[src/rtl/shex_pkg.sv]
package shex_pkg;
  typedef enum logic {
    LINK_SHUF = 1'b0,
    LINK_EXCH = 1'b1
  } link_e;

  typedef enum logic [1:0] {
    PH_IDLE = 2'd0,
    PH_EXCH = 2'd1,
    PH_SHUF = 2'd2
  } phase_e;
endpackage

[src/rtl/shex_rst_sync.sv]
module shex_rst_sync (
  input  logic clk,
  input  logic rst_n,
  output logic rst_sync_n
);
  logic meta_q;
  logic sync_q;

  always_ff @(posedge clk or negedge rst_n) begin
    if (!rst_n) begin
      meta_q <= 1'b0;
      sync_q <= 1'b0;
    end else begin
      meta_q <= 1'b1;
      sync_q <= meta_q;
    end
  end

  assign rst_sync_n = sync_q;
endmodule

[src/rtl/shex_port_mux.sv]
module shex_port_mux #(
  parameter int ADDR_W = 3,
  parameter int DATA_W = 8,
  parameter int PORT   = 0
) (
  input  logic [(1<<ADDR_W)*DATA_W-1:0] in_data,
  input  logic [(1<<ADDR_W)-1:0]        in_valid,
  input  logic                          link_sel,
  output logic [DATA_W-1:0]             o_data,
  output logic                          o_valid
);
  import shex_pkg::*;
  localparam int NODES    = 1 << ADDR_W;
  // inverse of the left rotation: rotate the output index right by one
  localparam int SRC_SHUF = ((PORT >> 1) | ((PORT & 1) << (ADDR_W - 1))) & (NODES - 1);
  localparam int SRC_EXCH = PORT ^ 1;

  logic [DATA_W-1:0] sel_data;
  logic              sel_valid;

  always_comb begin
    if (link_e'(link_sel) == LINK_EXCH) begin
      sel_data  = in_data[SRC_EXCH*DATA_W +: DATA_W];
      sel_valid = in_valid[SRC_EXCH];
    end else begin
      sel_data  = in_data[SRC_SHUF*DATA_W +: DATA_W];
      sel_valid = in_valid[SRC_SHUF];
    end
    o_valid = sel_valid;
    o_data  = sel_valid ? sel_data : '0;
  end
endmodule

[src/rtl/shex_data_stage.sv]
module shex_data_stage #(
  parameter int ADDR_W = 3,
  parameter int DATA_W = 8
) (
  input  logic                          clk,
  input  logic                          rst_n,
  input  logic [(1<<ADDR_W)*DATA_W-1:0] in_data,
  input  logic [(1<<ADDR_W)-1:0]        in_valid,
  input  logic                          link_sel,
  output logic [(1<<ADDR_W)*DATA_W-1:0] out_data,
  output logic [(1<<ADDR_W)-1:0]        out_valid
);
  localparam int NODES = 1 << ADDR_W;

  logic [NODES*DATA_W-1:0] data_d;
  logic [NODES-1:0]        valid_d;
  logic [NODES*DATA_W-1:0] data_q;
  logic [NODES-1:0]        valid_q;
  logic                    stage_en;

  assign stage_en = 1'b1;

  for (genvar p = 0; p < NODES; p++) begin : g_port
    shex_port_mux #(
      .ADDR_W(ADDR_W),
      .DATA_W(DATA_W),
      .PORT  (p)
    ) u_mux (
      .in_data (in_data),
      .in_valid(in_valid),
      .link_sel(link_sel),
      .o_data  (data_d[p*DATA_W +: DATA_W]),
      .o_valid (valid_d[p])
    );
  end

  always_ff @(posedge clk or negedge rst_n) begin
    if (!rst_n) begin
      data_q  <= '0;
      valid_q <= '0;
    end else if (stage_en) begin
      data_q  <= data_d;
      valid_q <= valid_d;
    end
  end

  assign out_data  = data_q;
  assign out_valid = valid_q;
endmodule

[src/rtl/shex_router.sv]
module shex_router #(
  parameter int ADDR_W = 3,
  parameter int STEP_W = 3
) (
  input  logic              clk,
  input  logic              rst_n,
  input  logic              rt_start,
  input  logic [ADDR_W-1:0] rt_src,
  input  logic [ADDR_W-1:0] rt_dst,
  output logic              rt_busy,
  output logic              rt_done,
  output logic [ADDR_W-1:0] rt_cur,
  output logic [STEP_W-1:0] rt_steps
);
  import shex_pkg::*;
  localparam int RND_W = (ADDR_W > 1) ? $clog2(ADDR_W) : 1;

  phase_e            phase_q, phase_d;
  logic [ADDR_W-1:0] cur_q, cur_d;
  logic [ADDR_W-1:0] dst_q, dst_d;
  logic [RND_W-1:0]  rnd_q, rnd_d;
  logic [STEP_W-1:0] steps_q, steps_d;
  logic              done_q, done_d;
  logic              reg_en;
  logic              want_bit;
  logic [ADDR_W-1:0] exch_addr;
  logic [ADDR_W-1:0] shuf_addr;

  always_comb begin
    want_bit  = dst_q[ADDR_W-1-int'(rnd_q)];
    exch_addr = {cur_q[ADDR_W-1:1], want_bit};
    if (ADDR_W > 1) shuf_addr = {cur_q[ADDR_W-2:0], cur_q[ADDR_W-1]};
    else            shuf_addr = cur_q;
  end

  assign reg_en = (phase_q != PH_IDLE) || rt_start;

  always_comb begin
    phase_d = phase_q;
    cur_d   = cur_q;
    dst_d   = dst_q;
    rnd_d   = rnd_q;
    steps_d = steps_q;
    done_d  = done_q;
    unique case (phase_q)
      PH_IDLE: begin
        if (rt_start) begin
          cur_d   = rt_src;
          dst_d   = rt_dst;
          rnd_d   = '0;
          steps_d = '0;
          if (rt_src == rt_dst) begin
            done_d  = 1'b1;
            phase_d = PH_IDLE;
          end else begin
            done_d  = 1'b0;
            phase_d = PH_EXCH;
          end
        end
      end
      PH_EXCH: begin
        cur_d = exch_addr;
        if (exch_addr != cur_q) steps_d = steps_q + 1'b1;
        if (exch_addr == dst_q) begin
          done_d  = 1'b1;
          phase_d = PH_IDLE;
        end else begin
          phase_d = PH_SHUF;
        end
      end
      PH_SHUF: begin
        cur_d   = shuf_addr;
        steps_d = steps_q + 1'b1;
        rnd_d   = rnd_q + 1'b1;
        if (shuf_addr == dst_q) begin
          done_d  = 1'b1;
          phase_d = PH_IDLE;
        end else begin
          phase_d = PH_EXCH;
        end
      end
      default: phase_d = PH_IDLE;
    endcase
  end

  always_ff @(posedge clk or negedge rst_n) begin
    if (!rst_n) begin
      phase_q <= PH_IDLE;
      cur_q   <= '0;
      dst_q   <= '0;
      rnd_q   <= '0;
      steps_q <= '0;
      done_q  <= 1'b0;
    end else if (reg_en) begin
      phase_q <= phase_d;
      cur_q   <= cur_d;
      dst_q   <= dst_d;
      rnd_q   <= rnd_d;
      steps_q <= steps_d;
      done_q  <= done_d;
    end
  end

  assign rt_busy  = (phase_q != PH_IDLE);
  assign rt_done  = done_q;
  assign rt_cur   = cur_q;
  assign rt_steps = steps_q;
endmodule

[src/rtl/shex_stage.sv]
module shex_stage #(
  parameter int ADDR_W = 3,
  parameter int DATA_W = 8,
  parameter int NODES  = 1 << ADDR_W,
  parameter int STEP_W = $clog2(2 * ADDR_W)
) (
  input  logic                    clk,
  input  logic                    rst_n,
  input  logic [NODES*DATA_W-1:0] in_data,
  input  logic [NODES-1:0]        in_valid,
  input  logic                    link_sel,
  output logic [NODES*DATA_W-1:0] out_data,
  output logic [NODES-1:0]        out_valid,
  input  logic                    rt_start,
  input  logic [ADDR_W-1:0]       rt_src,
  input  logic [ADDR_W-1:0]       rt_dst,
  output logic                    rt_busy,
  output logic                    rt_done,
  output logic [ADDR_W-1:0]       rt_cur,
  output logic [STEP_W-1:0]       rt_steps
);
  logic rst_sync_n;

  shex_rst_sync u_rst (
    .clk       (clk),
    .rst_n     (rst_n),
    .rst_sync_n(rst_sync_n)
  );

  shex_data_stage #(
    .ADDR_W(ADDR_W),
    .DATA_W(DATA_W)
  ) u_data (
    .clk      (clk),
    .rst_n    (rst_sync_n),
    .in_data  (in_data),
    .in_valid (in_valid),
    .link_sel (link_sel),
    .out_data (out_data),
    .out_valid(out_valid)
  );

  shex_router #(
    .ADDR_W(ADDR_W),
    .STEP_W(STEP_W)
  ) u_route (
    .clk     (clk),
    .rst_n   (rst_sync_n),
    .rt_start(rt_start),
    .rt_src  (rt_src),
    .rt_dst  (rt_dst),
    .rt_busy (rt_busy),
    .rt_done (rt_done),
    .rt_cur  (rt_cur),
    .rt_steps(rt_steps)
  );
endmodule

[config.mk]
export PLATFORM = sky130hd
export DESIGN_NAME = shex_stage
export DESIGN_NICKNAME = d
export VERILOG_FILES = /design/src/rtl/shex_pkg.sv /design/src/rtl/shex_rst_sync.sv /design/src/rtl/shex_port_mux.sv /design/src/rtl/shex_data_stage.sv /design/src/rtl/shex_router.sv /design/src/rtl/shex_stage.sv
export SDC_FILE = /design/constraint.sdc
export NUM_CORES = 1
export LEC_CHECK = 0
export CORE_MARGIN = 2
export CORE_UTILIZATION = 36
export CTS_CLUSTER_SIZE = 20
export DETAILED_ROUTE_END_ITERATION = 8
export PLACE_DENSITY = 0.81
export SLEW_MARGIN = 20
export SYNTH_ARGS = -nofsm -noshare
export SYNTH_HDL_FRONTEND = slang
export SYNTH_SLANG_ARGS = --single-unit
[constraint.sdc]
create_clock -name clk -period 2.7 [get_ports clk]
set_input_delay 0.54 -clock clk [delete_from_list [all_inputs] [get_ports clk]]
set_output_delay 0.54 -clock clk [all_outputs]
set_load 0.005 [all_outputs]
# == After elaboration in Yosys (flattened, before gate mapping) ==
# Index checks and enable logic that the tools add are counted.
# op_classes
addsub,3
order_cmp,1
n_eq_ne,10
mux,44
bitwise,1
reduce_logical,12
# op_table
cell,n
$mux 8,16
$lt 32x4->1 const B,1
$pmux 3 s3,2
$mux 1,16
$eq 3x3->1,3
$mux 3,3
$reduce_and 3->1,3
$reduce_and 4->1,2
$mux 2,3
$ne 2x1->1 const B,3
$pmux 2 s3,1
$reduce_and 5->1,1
$pmux 2 s2,1
$reduce_bool 2->1,2
$add 3x1->3 const B,1
$pmux 1 s3,1
$reduce_bool 3->1,1
$sub 2x2->3 const A,1
$add 2x1->2 const B,1
$bmux 1 s2,1
$eq 2x1->1 const B,1
$eq 2x2->1 const B,1
$logic_not 2->1,1
$ne 2x2->1 const B,1
4 further kinds,4
# totals
reg_bits,88
in_bits,82
out_inout_bits,80
word_cells,82

# == Logic depth before layout (Yosys ltp) ==
# depth
depth_word,7
depth_mapped,7

# == By module ==
# From an unflattened synthesis, not the netlist that was laid out.
# unflattened
hier_cells,283
area_unflattened_um2,3667.3
# modules_own_cells
mod,instances,cells_each,area_each_um2,seq_area_each_um2
shex_data_stage,1,72,1801.7,1801.7
shex_router,1,104,970.9,350.3
shex_port_mux,8,13,105.1,0.0
shex_rst_sync,1,3,53.8,50.0

# == Worst setup path after synthesis ==
# Ideal clock, no wire load.
# synth_path
path_kind,flip-flop to flip-flop
start,register u_route.phase_q[1]
end,register u_route.steps_q[2] (netlist: u_route.rt_steps[2])
arrival_ps,1527
required_time_ps,2564
path_slack_ps,1038
path_stages_with_launch,8
path_buffers,0
period_less_slack_ps,1662
path_cell_list,dfrtp_1 inv_1 ha_1 or3b_1 mux2i_1 nor4_4 nand4_1 o211ai_1
# synth_between
elab_chain_len,3
word_cells_on_any_way,10
# synth_lines
item,line_no,rtl
"start, declared",shex_router.sv:18,"phase_e phase_q, phase_d;"
"start signal, assigned",shex_router.sv:95,phase_q <= phase_d;
"$eq 2x1->1, or another cell as far along",shex_router.sv:45,unique case (phase_q)
"$ne 2x1->1 (no source line), or another cell as far along",n/a,
$reduce_and 4->1 (no source line),n/a,
"end signal, assigned",shex_router.sv:99,steps_q <= steps_d;
"end, declared",shex_router.sv:22,"logic [STEP_W-1:0] steps_q, steps_d;"
# Parallel ways exist; a longest one is shown, timed or not.
# A chain may end at the register's enable or synchronous reset.

# == Worst setup path after layout ==
# layout_path
start,register u_route.phase_q[0]
end,output rt_busy
# layout_between
elab_chain_len,1
# layout_lines
item,line_no,rtl
$reduce_bool 2->1,shex_router.sv:104,assign rt_busy = (phase_q != PH_IDLE);
"end, declared",shex_stage.sv:17,"output logic rt_busy,"
# No other way between the ends.

==> results.tsv <==
metric	value	unit
outcome	finished, final reports clean	
largest cells by area after synthesis	dfrtp_1, mux2i_1, nor2_1	
RePlAce Congestion	0.869	
asr flop ratio synth	100	%
die area	0.0116	mm^2
Avg Inst Size Synth	11.7	um^2
Post-Place Cells	623	
remaining global-route overflow	0	
hold_ws	0.268	ns
layout cells sized above 1	6.75	%
Synth top cells by count	dfrtp_1, mux2i_1, nor2_1	
CTS tree	yes	
clock latency on the worst-skew pair	0.35	ns
prevailing post-synth register cell	dfrtp_1	
synth warn	0	
relative slew slack	47.8	%
H-tree depth	3	
# IOs	162	
Resize count post-CTS	0	
Critical Path AT	1.65	ns
worst-path maximum fanout	5	
setup TNS	0	ns
count leader, synth	dfrtp_1	
Layout area overhead	52.4	%
total power	3.99	mW
#FFs+latches synth	88	
Worst Slack Setup Final	0.514	ns
Leak	2.71	nW
CP max-delay cell	clkdlybuf4s50_1	
fin area	0.00589	mm^2
Cell Area, Synth	0.00386	mm^2
clock buffer depth	2	
met1 WL	4090	um
antenna viol nets, final	0	
First-pass DRT Iterations	4	
ANT cells	0	
max layer used	met4	
hold_buf cts	0	
RSZ-0062 raised after global routing	no	
Yosys top cell area share	57.0	%
largest net degree at the start of global routing	87	
Yosys top cell by area	dfrtp_1	
Post-Synthesis Cells	329	
initial antenna violation count	0	
WP buf/inv	3	
Hold WC Path Type	register to asynchronous set/reset pin	
Peak supply drop	0.000326	V
Synth cell types	40	
via count	3053	
Period minus WS final	2.19	ns
# setup viols final	0	
post-route insts no fill	640	
Seq/Total Area, Yosys	57.0	%
EDFF count, synth	0	
FF-to-FF setup slack	0.81	ns
WP data required	2.16	ns
Clock Tree Root	clkbuf_8	
DR WL met2	5300	um
Routed wire per std cell	16.5	um
Worst-Margin Slew	0.761	ns
PwrDens	677	mW/mm^2
nets@finish	586	
Post-DP Area	0.00565	mm^2
startpoint types	register	
WL final	10500	um
Final Hold Fails	0	
Worst path top cell family by delay	buffers and inverters	
CTS Buf Count	9	
TritonCTS sink count	88	
Starting DRT DRC Count	105	
maxcap violations	0	
Initial Utilization	37.3	%
drc violations	0	
kind of critical path	register to output port	
Die Height	108	um
Total GRT Usage	19.3	%
fin. max-slew vios	0	
Setup crit end kind	output port	
core area	0.0104	mm^2
number of port buffers	161	
slowest cell delay on critical path	0.49	ns
max frequency	0.457	GHz
pre-CTS setup slack	0.479	ns
Die X	108	um
final core occ	56.8	%
Clock Skew	0.00549	ns
most frequent CP cell	inv_1	
metal3 WL	1050	um
worst-path cell chain	inv_1 -> ha_1 -> inv_1 -> clkdlybuf4s50_1	
hpwl dp	8170	um
Post-CTS Setup Bufs	0	
first-pass GRT wire length	16600	um
Clock Pin Slew Worst Setup and Hold Paths	0.08	ns
Avg Vias per Cell	4.77	
part of the cycle the worst path needs	81.0	%
vias in the first global route	3225	
placement row count	37	
net count after synthesis	416	
[path summary, 6_finish.rpt]
check / from / to / cells past startpoint
worst max-delay path: u_route.phase_q[0] / rt_busy / 4
worst min-delay path: u_rst.rst_sync_n / u_data.out_data[29] / 0
worst max register to register: u_route.phase_q[1] / u_route.rt_steps[2] / 7
worst min register to register: u_rst.rst_sync_n / u_data.out_data[29] / 0
max in group asynchronous: u_rst.rst_sync_n / u_data.out_data[47] / 1
min in group clk: u_rst.meta_q / u_rst.rst_sync_n / 0
[area by class of cell]
type | count | area, um^2
sequential | 88 | 2210
inverter | 14 | 52.6
clock inverter | 3 | 65.1
multi-input combinational | 215 | 1530
timing repair buffer | 171 | 1720
fill | 911 | 4480
tap | 136 | 170
clock buffer | 13 | 149
[state kept, by name, indices dropped and copies added (netlist names)]
name / flops
u_data.out_data: 64
u_data.out_valid: 8
u_route.dst_q: 3
u_route.phase_q: 2
u_route.rnd_q: 2
u_route.rt_cur: 3
u_route.rt_done: 1
u_route.rt_steps: 3
u_rst.meta_q: 1
u_rst.rst_sync_n: 1
[worst reg2reg max path: stages (launching register included)]
cell      delay (ns)
dfrtp_1         0.40
inv_1           0.11
ha_1            0.33
or3b_1          0.39
mux2i_1         0.26
nor4_4          0.09
nand4_1         0.11
o211ai_1        0.09
[placed cells by master (no fill, tap or decap), drive strengths merged, types with 6 or more instances in the layout]
cell type	n
inv	14
mux2i	74
nor2	73
xnor2	6
clkbuf	13
buf	11
nand2	6
o21ai	7
dfrtp	88
clkdlybuf4s50	160
[power by group]
group	switching, mW	total (mW)	internal [mW]
combinational	0.582	1.30	0.717
sequential	0.185	1.68	1.50
clock	0.457	1.00	0.547
[kinds of logic after synthesis]
logic type      synth area share, %
compound gates                 3.95
xor+xnor                       1.59
fa+ha+maj                      1.62
buf+inv                        3.43
flops                          57.0
mux                            20.4
other cells                  0.0970
simple gates                   11.9
[per-layer routing]
metal	vias to the layer above	track usage, %
li1	1450	-
met3	7	9.14
met4	0	4.40
met5	-	0
met2	110	32.5
met1	1486	22.3
No activity file was read; power rests on OpenSTA's default activity.
